[src/rtl/bcd_cal_pkg.sv]
package bcd_cal_pkg;

  localparam int DATA_W = 8;

  // register window addresses
  localparam int RA_CTRL = 0;
  localparam int RA_SEC  = 2;
  localparam int RA_MIN  = 3;
  localparam int RA_HOUR = 4;
  localparam int RA_DAY  = 5;
  localparam int RA_WDAY = 6;
  localparam int RA_MON  = 7;
  localparam int RA_YEAR = 8;

  // control byte bit positions
  localparam int CB_STOP    = 5;
  localparam int CB_AUX_HI  = 7;
  localparam int CB_AUX_LO  = 3;

  typedef struct packed {
    logic       vl;
    logic [6:0] sec;
    logic [6:0] min;
    logic [5:0] hour;
    logic [5:0] day;
    logic [2:0] wday;
    logic       cent;
    logic [4:0] mon;
    logic [7:0] year;
  } cal_time_t;

  localparam cal_time_t CAL_RESET = '{vl: 1'b1, sec: 7'h00, min: 7'h00,
                                      hour: 6'h00, day: 6'h01, wday: 3'd0,
                                      cent: 1'b0, mon: 5'h01, year: 8'h00};

  // BCD increment without wrap
  function automatic logic [7:0] bcd_next(input logic [7:0] v);
    if (v[3:0] >= 4'd9) return {v[7:4] + 4'd1, 4'd0};
    return {v[7:4], v[3:0] + 4'd1};
  endfunction

  // year mod 4 == 0 for a BCD year: (2*tens + ones) mod 4
  function automatic logic is_leap(input logic [7:0] y);
    logic [1:0] r;
    r = {y[4], 1'b0} + y[1:0];
    return (r == 2'd0);
  endfunction

  function automatic logic [7:0] last_day(input logic [4:0] m, input logic [7:0] y);
    case (m)
      5'h02:                      return is_leap(y) ? 8'h29 : 8'h28;
      5'h04, 5'h06, 5'h09, 5'h11: return 8'h30;
      default:                    return 8'h31;
    endcase
  endfunction

endpackage

[src/rtl/bcd_cal_prescaler.sv]
module bcd_cal_prescaler #(
  parameter int TICKS_PER_SEC = 4
) (
  input  logic clk,
  input  logic rst,
  input  logic tick,
  input  logic run,
  input  logic clear,
  output logic sec_stb
);

  generate
    if (TICKS_PER_SEC <= 1) begin : g_direct
      assign sec_stb = tick & run;
    end else begin : g_div
      localparam int CW = $clog2(TICKS_PER_SEC);
      localparam logic [CW-1:0] LAST = CW'(TICKS_PER_SEC - 1);
      logic [CW-1:0] cnt_q;

      always_ff @(posedge clk) begin
        if (rst || clear)
          cnt_q <= '0;
        else if (tick && run)
          cnt_q <= (cnt_q == LAST) ? '0 : cnt_q + 1'b1;
      end

      assign sec_stb = tick & run & (cnt_q == LAST);
    end
  endgenerate

endmodule

[src/rtl/bcd_cal_counter.sv]
module bcd_cal_counter
  import bcd_cal_pkg::*;
#(
  parameter int ADDR_W = 4
) (
  input  logic              clk,
  input  logic              rst,
  input  logic              adv,
  input  logic              pwr_fail,
  input  logic              wr_en,
  input  logic [ADDR_W-1:0] wr_addr,
  input  logic [7:0]        wr_data,
  output cal_time_t         time_q
);

  logic      c_sec, c_min, c_hour, c_day, c_mon, c_year;
  cal_time_t nxt;

  always_comb begin
    c_sec  = ({1'b0, time_q.sec}  >= 8'h59);
    c_min  = ({1'b0, time_q.min}  >= 8'h59);
    c_hour = ({2'b0, time_q.hour} >= 8'h23);
    c_day  = ({2'b0, time_q.day}  >= last_day(time_q.mon, time_q.year));
    c_mon  = ({3'b0, time_q.mon}  >= 8'h12);
    c_year = (time_q.year >= 8'h99);

    nxt = time_q;
    if (adv) begin
      nxt.sec = c_sec ? 7'h00 : 7'(bcd_next({1'b0, time_q.sec}));
      if (c_sec) begin
        nxt.min = c_min ? 7'h00 : 7'(bcd_next({1'b0, time_q.min}));
        if (c_min) begin
          nxt.hour = c_hour ? 6'h00 : 6'(bcd_next({2'b0, time_q.hour}));
          if (c_hour) begin
            nxt.wday = (time_q.wday >= 3'd6) ? 3'd0 : time_q.wday + 3'd1;
            nxt.day  = c_day ? 6'h01 : 6'(bcd_next({2'b0, time_q.day}));
            if (c_day) begin
              nxt.mon = c_mon ? 5'h01 : 5'(bcd_next({3'b0, time_q.mon}));
              if (c_mon) begin
                nxt.year = c_year ? 8'h00 : bcd_next(time_q.year);
                if (c_year) nxt.cent = ~time_q.cent;
              end
            end
          end
        end
      end
    end

    // a write takes precedence over the advance for its own byte
    if (wr_en) begin
      case (wr_addr)
        ADDR_W'(RA_SEC):  begin nxt.vl = wr_data[7]; nxt.sec = wr_data[6:0]; end
        ADDR_W'(RA_MIN):  nxt.min  = wr_data[6:0];
        ADDR_W'(RA_HOUR): nxt.hour = wr_data[5:0];
        ADDR_W'(RA_DAY):  nxt.day  = wr_data[5:0];
        ADDR_W'(RA_WDAY): nxt.wday = wr_data[2:0];
        ADDR_W'(RA_MON):  begin nxt.cent = wr_data[7]; nxt.mon = wr_data[4:0]; end
        ADDR_W'(RA_YEAR): nxt.year = wr_data;
        default: ;
      endcase
    end

    if (pwr_fail) nxt.vl = 1'b1;
  end

  always_ff @(posedge clk) begin
    if (rst) time_q <= CAL_RESET;
    else     time_q <= nxt;
  end

endmodule

[src/rtl/bcd_cal_rdport.sv]
module bcd_cal_rdport
  import bcd_cal_pkg::*;
#(
  parameter int ADDR_W = 4
) (
  input  logic              clk,
  input  logic              rst,
  input  logic              rd_en,
  input  logic [ADDR_W-1:0] rd_addr,
  input  cal_time_t         time_in,
  input  logic [7:0]        ctrl_in,
  output logic [7:0]        rd_data
);

  logic [7:0] sel;

  always_comb begin
    case (rd_addr)
      ADDR_W'(RA_CTRL): sel = ctrl_in;
      ADDR_W'(RA_SEC):  sel = {time_in.vl, time_in.sec};
      ADDR_W'(RA_MIN):  sel = {1'b0, time_in.min};
      ADDR_W'(RA_HOUR): sel = {2'b0, time_in.hour};
      ADDR_W'(RA_DAY):  sel = {2'b0, time_in.day};
      ADDR_W'(RA_WDAY): sel = {5'b0, time_in.wday};
      ADDR_W'(RA_MON):  sel = {time_in.cent, 2'b0, time_in.mon};
      ADDR_W'(RA_YEAR): sel = time_in.year;
      default:          sel = 8'h00;
    endcase
  end

  always_ff @(posedge clk) begin
    if (rst)        rd_data <= 8'h00;
    else if (rd_en) rd_data <= sel;
  end

endmodule

[src/rtl/bcd_calendar.sv]
module bcd_calendar
  import bcd_cal_pkg::*;
#(
  parameter int TICKS_PER_SEC = 4,
  parameter int ADDR_W        = 4
) (
  input  logic              clk,
  input  logic              rst,
  input  logic              tick_in,
  input  logic              pwr_fail,
  input  logic [ADDR_W-1:0] addr,
  input  logic              wr_en,
  input  logic [7:0]        wr_data,
  input  logic              rd_en,
  output logic [7:0]        rd_data
);

  logic       stop_q;
  logic [1:0] aux_q;
  logic [7:0] ctrl_byte;
  logic       sec_wr;
  logic       sec_stb;
  cal_time_t  time_q;

  assign sec_wr = wr_en && (addr == ADDR_W'(RA_SEC));

  always_ff @(posedge clk) begin
    if (rst) begin
      stop_q <= 1'b0;
      aux_q  <= 2'b00;
    end else if (wr_en && (addr == ADDR_W'(RA_CTRL))) begin
      stop_q <= wr_data[CB_STOP];
      aux_q  <= {wr_data[CB_AUX_HI], wr_data[CB_AUX_LO]};
    end
  end

  always_comb begin
    ctrl_byte            = 8'h00;
    ctrl_byte[CB_STOP]   = stop_q;
    ctrl_byte[CB_AUX_HI] = aux_q[1];
    ctrl_byte[CB_AUX_LO] = aux_q[0];
  end

  bcd_cal_prescaler #(.TICKS_PER_SEC(TICKS_PER_SEC)) u_presc (
    .clk     (clk),
    .rst     (rst),
    .tick    (tick_in),
    .run     (~stop_q),
    .clear   (sec_wr),
    .sec_stb (sec_stb)
  );

  bcd_cal_counter #(.ADDR_W(ADDR_W)) u_cnt (
    .clk      (clk),
    .rst      (rst),
    .adv      (sec_stb),
    .pwr_fail (pwr_fail),
    .wr_en    (wr_en),
    .wr_addr  (addr),
    .wr_data  (wr_data),
    .time_q   (time_q)
  );

  bcd_cal_rdport #(.ADDR_W(ADDR_W)) u_rd (
    .clk     (clk),
    .rst     (rst),
    .rd_en   (rd_en),
    .rd_addr (addr),
    .time_in (time_q),
    .ctrl_in (ctrl_byte),
    .rd_data (rd_data)
  );

endmodule

[config.mk]
export PLATFORM = sky130hd
export DESIGN_NAME = bcd_calendar
export DESIGN_NICKNAME = d
export VERILOG_FILES = /design/src/rtl/bcd_cal_pkg.sv /design/src/rtl/bcd_cal_prescaler.sv /design/src/rtl/bcd_cal_counter.sv /design/src/rtl/bcd_cal_rdport.sv /design/src/rtl/bcd_calendar.sv
export SDC_FILE = /design/constraint.sdc
export NUM_CORES = 1
export LEC_CHECK = 0
export CORE_ASPECT_RATIO = 0.7
export CORE_MARGIN = 2
export CORE_UTILIZATION = 57
export CTS_CLUSTER_DIAMETER = 120
export DETAILED_ROUTE_END_ITERATION = 6
export PLACE_DENSITY = 0.77
export SYNTH_ARGS = -nofsm -noshare
export SYNTH_HDL_FRONTEND = slang
export SYNTH_SLANG_ARGS = --single-unit
[constraint.sdc]
create_clock -name clk -period 4.4 [get_ports clk]
set_clock_uncertainty 0.15 [all_clocks]
set_input_delay 1.32 -clock clk [delete_from_list [all_inputs] [get_ports clk]]
set_output_delay 1.32 -clock clk [all_outputs]
set_load 0.005 [all_outputs]
==> results.cfg <==
[setup_path]
cp_slowest_cell = or4b_1
crit_fanout = 8
crit_path_frequent_cell = ha_1
worstPathRequired_ns = 4.52
critPathTopFamily = simple AND/OR/NAND/NOR gates
worstSetupPathType = reg -> reg
crit_path_start_kind = flip-flop
path_buf_inv = 1
critPathCaptureType = flip-flop
cp_cell_sequence = ha_1 -> nor4b_1 -> inv_1 -> o32ai_1 -> ha_1 -> or4b_1 -> a22oi_2 -> or4_1 -> o22ai_1 -> a211oi_1
worstPathArrival_ns = 3.74
cpPeakStageDelay_ns = 0.53

[layout]
multi_input_area_sq_mm = 0.002795
fin_nets = 586
ff_latch_area_sq_mm = 0.001141
drive_above_1_share_pct = 7.963
area_delta_synth_final_pct = 13.08
fillers = 621
stdcell_count = 638
utilization_pct = 65.45
insertedDiodeCount = 0

[floorplan]
rows = 26
io_pins = 26
die_h_um = 75.49
start_util_pct = 57.88
core_sq_mm = 0.007189
die-area_sq_mm = 0.008011
die_w_um = 106.1

[clock_tree]
cts_setup_buffers = 0
cts_buffers = 9
h-tree-depth = 3
hold_buffers = 0
cts-root-buf = clkbuf_8
clk_pin_slew_worst_paths_ns = 0.07
cts_sinks = 57
clk_latency_ns = 0.35
cts_tree = built
cts_resized = 0
cts_buffer_depth = 2

[sta]
hold_viol_final = 0
slew_headroom_pct = 23.24
rsz0062_at_grt = no
timing.hold.ws_ns = 0.3240
setup_tns_ns = 0
max_freq_ghz = 0.2763
finalSetupViolations = 0
max_slew.worst_pin.slew_ns = 1.150
min_period_over_period_pct = 82.27
slew_viol_final = 0
fin_crit_ns = 3.620

[global_routing]
grt_max_degree = 28
antenna_found_initial = 0
grt-ovfl-total = 0
grt_pass1_wl_mm = 20.21
grt_pass1_vias = 3870
met2_usage_pct = 49.43
grt_use_met3_pct = 7.357
grt_use_met1_pct = 46.42
track_usage_pct = 32.96
grt-busiest-layer = met2

[power_and_ir_drop]
ir_drop_uv = 211.1
seqPwrFrac_pct = 44.9
leakagePower_nw = 1.749
p_per_area_mw_per_mm2 = 256.7
p_int_mw = 0.8967
clkPwrFrac_pct = 44.5
comb_power_share_pct = 10.6
switching_share_pct = 25.76
netSwitchingPower_mw = 0.3111

[synth]
synth_edf_count = 0
yosys.area.top_type = dfxtp_1
synthesis.area_sq_mm = 0.004161
synth.avg_cell_area_sq_um = 8.049
synthDistinctLibCells = 71
yosysSeqAreaShare_pct = 27.42
postSynthCellCount = 517
ys_seq_elements = 57
synthTopCellsByArea = dfxtp_1 (27%), ha_1 (9.6%), nor2_1 (4.2%)
yosysTopAreaCellShare_pct = 27.42
async_flop_share_pct = 0
ys.flop_type = dfxtp_1
syn-num-nets = 567
yosysWarnings = 0

[drt]
vias = 4291
via_per_inst = 6.726
first_pass_iters = 5
dr.first_iter.drc_count = 532
wl_mm = 12.72
ant_nets = 0
drc_errors = 0
avgRoutedWirePerCell_um = 19.93

[place]
io_buffers = 25
placed_cells = 623
dp.final_hpwl_mm = 9.209
gp_routability_congestion = 0.9923

[worst_hold_path]
holdCritPathClass = reg -> reg

[run]
maxCapViolCount = 0

[outcome]
status = finished clean
[power by group through the flow]
stage               clock network, mW  logic (mW)  registers, mW
finish                          0.537       0.128          0.542
global route                    0.565       0.140          0.543
CTS                             0.539       0.125          0.541
detailed placement                  0       0.124          0.553
global placement                    0       0.121          0.553
floorplan                           0      0.0746          0.547
[cell usage after synthesis (5+ instances only)]
cell and number:
o21ai_0 35, nor3_1 10, dfxtp_1 57, a41oi_1 5
a311oi_1 16, nor2_1 47, a21oi_1 25, o32ai_1 5
a22oi_1 9, nand2_1 41, o31ai_1 6, nand4b_1 6
and3b_1 10, nand3_1 25, inv_1 30, ha_1 32
nor2b_1 6, clkbuf_1 23, nand3b_1 7, o22ai_1 6
a31oi_1 6, a211oi_1 8
[worst paths after layout]
kind | startpoint | slack, ns | depth (start not counted) | end
worst min-delay path | u_rd.rd_data[2] | 0.32 | 2 | u_rd.rd_data[2]
worst max register to register | u_cnt.time_q[9] | 0.78 | 10 | u_cnt.time_q[5]
worst max-delay path | u_cnt.time_q[9] | 0.78 | 10 | u_cnt.time_q[5]
worst min register to register | u_rd.rd_data[2] | 0.32 | 2 | u_rd.rd_data[2]
[cells in the final DEF (no fill, tap or decap), types with 10 or more instances in the layout]
master / count
dfxtp_1: 57
nor2_1: 47
nand2_1: 41
o21ai_0: 35
ha_1: 32
inv_1: 30
a21oi_1: 25
nand3_1: 25
clkdlybuf4s50_1: 24
a311oi_1: 16
clkbuf_8: 13
nor3_1: 10
and3b_1: 10
buf_4: 10
[registers in the layout, summed over array words and instances (netlist names)]
signal               flops
aux_q                    2
stop_q                   1
u_presc.g_div.cnt_q      2
u_rd.rd_data             8
u_cnt.time_q            44
[per-layer routing]
| layer | routed length (um) | vias to the layer above |
|---|---|---|
| met2 | 5361 | 246 |
| li1 | - | 1999 |
| met4 | 404 | 0 |
| met3 | 1211 | 36 |
| met1 | 5741 | 2010 |
| met5 | 0 | - |
[stage by stage]
step                cell area, sq um  power (mW)  setup WS [ns]
global placement                4492      0.6737         0.7285
detailed placement              4492      0.6767         0.6400
floorplan                       4161      0.6215          1.270
global route                    4706       1.247         0.4565
finish                          4706       1.208         0.7803
CTS                             4706       1.205         0.8140
[cell type report]
class,instances,area share [%]
tap,98,2.606
multi-input combinational,403,59.40
timing repair buffer,35,6.807
clock inverter,2,0.7445
clock buffer,13,3.802
inverter,30,2.393
sequential,57,24.25
[tightest hold or removal path, stage by stage (launching register included)]
cell,delay (ns)
dfxtp_1,0.32
nand2_1,0.06
a21oi_1,0.05
[cell families after synthesis]
family                     share of synthesized area, %
adders and majority gates                         9.621
DFF                                               27.42
and+or+nand+nor                                   24.65
AOI/OAI and AO/OA                                 29.38
xor gates and xnor gates                          1.473
muxes                                             2.044
buffers and inverters                             5.412
Note: power is estimated with default switching activity, not from simulation.
